$ cat config.mk
export PLATFORM = sky130hd
export DESIGN_NAME = pll_pwr_seq
export DESIGN_NICKNAME = d
export VERILOG_FILES = /design/src/rtl/pll_pwr_seq.sv
export SDC_FILE = /design/constraint.sdc
export NUM_CORES = 1
export LEC_CHECK = 0
export ABC_AREA = 0
export BUFFER_PORTS_ARGS = -buffer_cell sky130_fd_sc_hd__buf_2
export CORE_AREA = 2 2 39 41
export CTS_CLUSTER_DIAMETER = 120
export DETAILED_ROUTE_END_ITERATION = 7
export DIE_AREA = 0 0 41 43
export HOLD_SLACK_MARGIN = 0.12
export SETUP_SLACK_MARGIN = 0.4
export SLEW_MARGIN = 0
export SYNTH_ARGS = -nofsm -noshare
export SYNTH_HDL_FRONTEND = slang
export SYNTH_SLANG_ARGS = --single-unit
export TNS_END_PERCENT = 10
$ cat constraint.sdc
create_clock -name clk -period 2.3 [get_ports clk]
set_input_delay 0.69 -clock clk [delete_from_list [all_inputs] [get_ports clk]]
set_output_delay 0.69 -clock clk [all_outputs]
set_load 0.005 [all_outputs]
$ cat src/rtl/pll_pwr_seq.sv
module pll_pwr_seq (
  input  logic       clk,
  input  logic       rst_n,
  input  logic       le,
  input  logic [1:0] pd_bit,
  input  logic [1:0] tri_bit,
  input  logic [1:0] rst_mode,
  input  logic [1:0] ref_edge,
  output logic [1:0] cp_tri,
  output logic [1:0] div_load,
  output logic [1:0] debias,
  output logic       osc_en,
  output logic [1:0] st_if,
  output logic [1:0] st_rf
);
  localparam logic [1:0] S_UP  = 2'b00;
  localparam logic [1:0] S_TRI = 2'b01;
  localparam logic [1:0] S_DN  = 2'b10;

  logic       le_q;
  logic       lat;
  logic [1:0] tri_q;
  logic [1:0] rm_q;
  logic [1:0] st [2];

  assign lat = le & ~le_q;

  always_ff @(posedge clk or negedge rst_n)
    if (!rst_n) begin
      le_q <= 1'b0;
      rm_q <= 2'b00;
    end else begin
      le_q <= le;
      if (lat) rm_q <= rst_mode;
    end

  for (genvar s = 0; s < 2; s++) begin : g_sec
    always_ff @(posedge clk or negedge rst_n)
      if (!rst_n) begin
        tri_q[s] <= 1'b0;
        st[s]    <= S_UP;
      end else if (lat) begin
        tri_q[s] <= tri_bit[s];
        if (!pd_bit[s])        st[s] <= S_UP;
        else if (st[s] == S_UP) st[s] <= tri_q[s] ? S_DN : S_TRI;
      end else if (st[s] == S_TRI && ref_edge[s]) begin
        st[s] <= S_DN;
      end

    assign cp_tri[s]   = tri_q[s] | (st[s] != S_UP) | rm_q[s];
    assign div_load[s] = (st[s] == S_DN) | rm_q[s];
    assign debias[s]   = (st[s] == S_DN);
  end

  assign osc_en = ~((st[0] == S_DN) && (st[1] == S_DN));
  assign st_if  = st[0];
  assign st_rf  = st[1];
endmodule


* Word-level counts from Yosys, hierarchy flattened *
Index checks and enable logic that the tools add are counted.

cells by class
  eq/ne operators = 6
  muxes and demuxes = 10
  bitwise operators = 9
  reductions and logical operators = 11

operators with widths
  operator                                                          count
  2-bit two-way mux                                                 10
  2-bit nonzero test                                                4
  3-bit by 2-bit != test with 1-bit output (second input constant)  2
  1-bit OR                                                          6
  2-bit by 1-bit == test with 1-bit output (second input constant)  2
  2-bit == test (second input constant)                             2
  2-bit logical NOT                                                 2
  2-bit AND reduction                                               2
  1-bit logical AND                                                 3
  1-bit NOT                                                         2
  1-bit AND                                                         1

storage, ports and cells
  bits in registers = 9
  output and inout bits = 11

* Depth between registers and ports, before layout *
  depth in word-level cells = 4
  mapped depth = 4
  depth with buffers taken out = 3

* Worst setup path before layout *
Ideal clock, no wire load.

  kind = reg2out
  start = register st (netlist bit st_rf[1])
  end = output div_load[1]
  arrival time = 0.789 ns
  required time = 1.610 ns
  path slack = 0.821 ns
  stages on the path, launching flop included = 3
  cells stage by stage = dfrtp_1 nor2b_1 or2_1

on the way
  longest elaborated chain between the ends = 2

RTL lines
  item                               RTL line  source
  from (decl)                        24        logic [1:0] st [2];
  from (signal, indexed assignment)  41        st[s] <= S_UP;
  from (signal, indexed assignment)  44        if (!pd_bit[s]) st[s] <= S_UP;
  from (signal, indexed assignment)  47        st[s] <= S_DN;
  2-bit == test                      --
  named net debias[1]                11        output logic [1:0] debias,
  1-bit OR                           51        assign div_load[s] = (st[s] == S_DN) | rm_q[s];
  to (decl)                          10        output logic [1:0] div_load,

The timed path passes the listed nets, and every way through them passes these cells.

* Final worst setup path *
  start = register st (netlist bit st_if[1])
  end = output div_load[0]

on the way
  longest elaborated chain between the ends = 2

RTL lines
  item           RTL line
  2-bit == test  51
  1-bit OR       51

No other way between the ends.

==> flow_summary_export.csv <==
group,metric,value,unit
timing,worst_pin_slew,367,ps
timing,min_period,1830,ps
timing,slew_violations,0,
detailed_routing,detail_route.first_pass.iterations,4,
logic_synthesis,synth_edf_count,0,
detailed_routing,drt-vias-per-instance,4.59,
floorplanning,fp.coreArea,1380,um^2
finish,layout.nets,87,
logic_synthesis,synthCells,51,
global_routing,antenna_found_initial,0,
outcome,outcome,"finished, final reports clean",
timing,rsz0062_at_grt,"true",
floorplanning,io_pins,22,
critical_path,critical_path_class,"reg2out",
power_and_ir_drop,powerDensity,794,nW/um^2
clocking,ctsResizeCount,0,
floorplanning,start_util,31.8,%
critical_path,cp_num_cells,3,
timing,finalHoldViolCount,0,
finish,fin_util,43.3,%
critical_path,required,1610,ps
detailed_routing,wirelength,946,um
clocking,cts_tree,"built",
floorplanning,dieArea,1760,um^2
critical_path,worst-path-buf-inv,1,
timing,max_freq,0.547,GHz
critical_path,critical_path.slowest_cell,"dfrtp_1",
logic_synthesis,synth_largest_area_cell,"dfrtp_1",
detailed_routing,vias,418,
detailed_routing,antenna_left,0,
floorplanning,die_h,43,um
power_and_ir_drop,p_int,330,uW
logic_synthesis,async_flop_share,100,%
detailed_routing,drc_errors,0,
logic_synthesis,synth-main-ff-cell,"dfrtp_1",
logic_synthesis,ys_types,16,
power_and_ir_drop,switching_share,30.6,%
logic_synthesis,yosysMostFrequentCell,"nand2_1",
critical_path,max_stage_delay,420,ps
critical_path,cp.arrival,1140,ps
place,place.gp.congestion,0.718,
logic_synthesis,synth-seq-area-share,51.1,%
power_and_ir_drop,p_comb_share,30.0,%
global_routing,grt_pass1_wl,1.42,mm
timing,finalSetupViolCount,0,
logic_synthesis,ys_seq_elements,9,
clocking,cts_buffers,3,
place,post_dp_cell_area,558,um^2
clocking,cts_num_sinks,9,
power_and_ir_drop,power,476,uW
logic_synthesis,synth_area_leaders,"dfrtp_1 (51%), nand2_1 (14%), nand3_1 (4.5%)",
place,dpl.hpwl,705,um
global_routing,track_usage,13.1,%
timing,relSlewSlack,75.6,%
logic_synthesis,yosysTopAreaCellShare,51.1,%
power_and_ir_drop,p_clk_share,25.2,%
critical_path,worstSetupEndpointType,"primary output",
power_and_ir_drop,seq_power_share,44.8,%
floorplanning,die_x,41,um
critical_path,crit_chain,"nor2b_4 > or2_1 > buf_2",
power_and_ir_drop,leakage,0.313,nW
finish,final_layout_size_suffix_gt1_share,37.3,%
place,io_buffers,21,
floorplanning,rows,14,
global_routing,first_global_vias,338,
logic_synthesis,synth_nets,62,
logic_synthesis,syn_avg_cell_area,8.64,um^2
clocking,cts_htree_levels,1,
detailed_routing,drtIter0Drc,5,
clocking,cts_root_buf,"clkbuf_4",
power_and_ir_drop,ir_worst_vdd,384,uV
finish,area_delta_synth_final,36.1,%
critical_path,start_kind,"flip-flop",
global_routing,grt_overflow,0,
timing,finalCritPeriodShare,79.5,%
detailed_routing,routedWlPerCell,10.4,um
timing,clock_skew,2.21,ps
finish,final_cell_area,599,um^2
clocking,cts_hold_buf,0,
clocking,clockBufferDepth,2,
clocking,clk_pin_slew,60,ps
critical_path,worstRegToRegCells,3,
power_and_ir_drop,switching_power,146,uW
clocking,clock_latency,260,ps
clocking,post_cts_buffers,0,
logic_synthesis,syn_area,440,um^2
timing,final.setup.tns,0,ps
logic_synthesis,yosys-top-cells-count,"nand2_1 (16), dfrtp_1 (9), nand3_1 (4), nor2_1 (4)",
critical_path,crit_family,"flip-flops",
flow_run,drv_cap,0,
hold_path,hp-class,"in2async",
finish,diodes,0,
global_routing,grt_max_degree,10,
critical_path,crit_fanout,5,
logic_synthesis,yosysWarnings,0,
## final cells by class
type                       count  area, um^2
timing repair buffer          21         105
multi-input combinational     41         223
fill                         153         785
tap                           16        20.0
clock buffer                   4        26.3
sequential                     9         225
## placed cells by master (no fill, tap or decap), types with 2 or more instances in the layout
cell       n
nor2_1     4
or2_1      2
nand3_1    4
dfrtp_1    9
o21ai_1    3
nand2b_1   3
buf_2     21
nand2_1   16
clkbuf_4   3
nor2b_4    2
## metrics by stage
step | cells | hold WS, ps | setup slack (ps)
floorplan | 51 | 394 | 821
global placement | 87 | 484 | 738
detailed placement | 87 | 485 | 726
CTS | 91 | 268 | 438
global route | 91 | 262 | 380
finish | 91 | 270 | 472
## registers in the layout, indices dropped and copies added (netlist names)
name,flops
rm_q,2
st_if,2
st_rf,2
tri_q,2
le_q,1
## logic make-up after synthesis
group           share of synthesized area (%)
compound gates                           9.37
buf+inv                                  1.71
flops                                    51.1
simple gates                             37.8
## power groups by stage
stage	clock [mW]	combinational, mW	sequential [mW]
2_1_floorplan	0	0.0706	0.209
3_3_place_gp	0	0.135	0.212
3_5_place_dp	0	0.135	0.213
4_1_cts	0.127	0.135	0.210
5_1_grt	0.140	0.168	0.216
6_report	0.120	0.143	0.213
## metal layers
metal | vias up | wire length (um) | share of wire, % | track usage [%]
met5 | - | 0 | 0 | 0
met4 | 0 | 22 | 2.3 | 8.00
met3 | 2 | 74 | 7.8 | 9.42
met2 | 18 | 394 | 42 | 17.2
met1 | 180 | 454 | 48 | 14.6
li1 | 218 | - | - | -
## final timing paths
check / slack, ps / endpoint / startpoint
worst max-delay path: 470 / div_load[0] / st_if[1]$_DFFE_PN0P_
worst min-delay path: 270 / st_rf[0]$_DFFE_PN0P_ / rst_n
worst max register to register: 1240 / st_if[1]$_DFFE_PN0P_ / le_q$_DFF_PN0_
worst min register to register: 500 / rm_q[0]$_DFFE_PN0P_ / rm_q[0]$_DFFE_PN0P_
max in group asynchronous: 1850 / tri_q[0]$_DFFE_PN0P_ / rst_n
min in group clk: 500 / rm_q[0]$_DFFE_PN0P_ / rm_q[0]$_DFFE_PN0P_
Power figures use the tool's default switching activity.
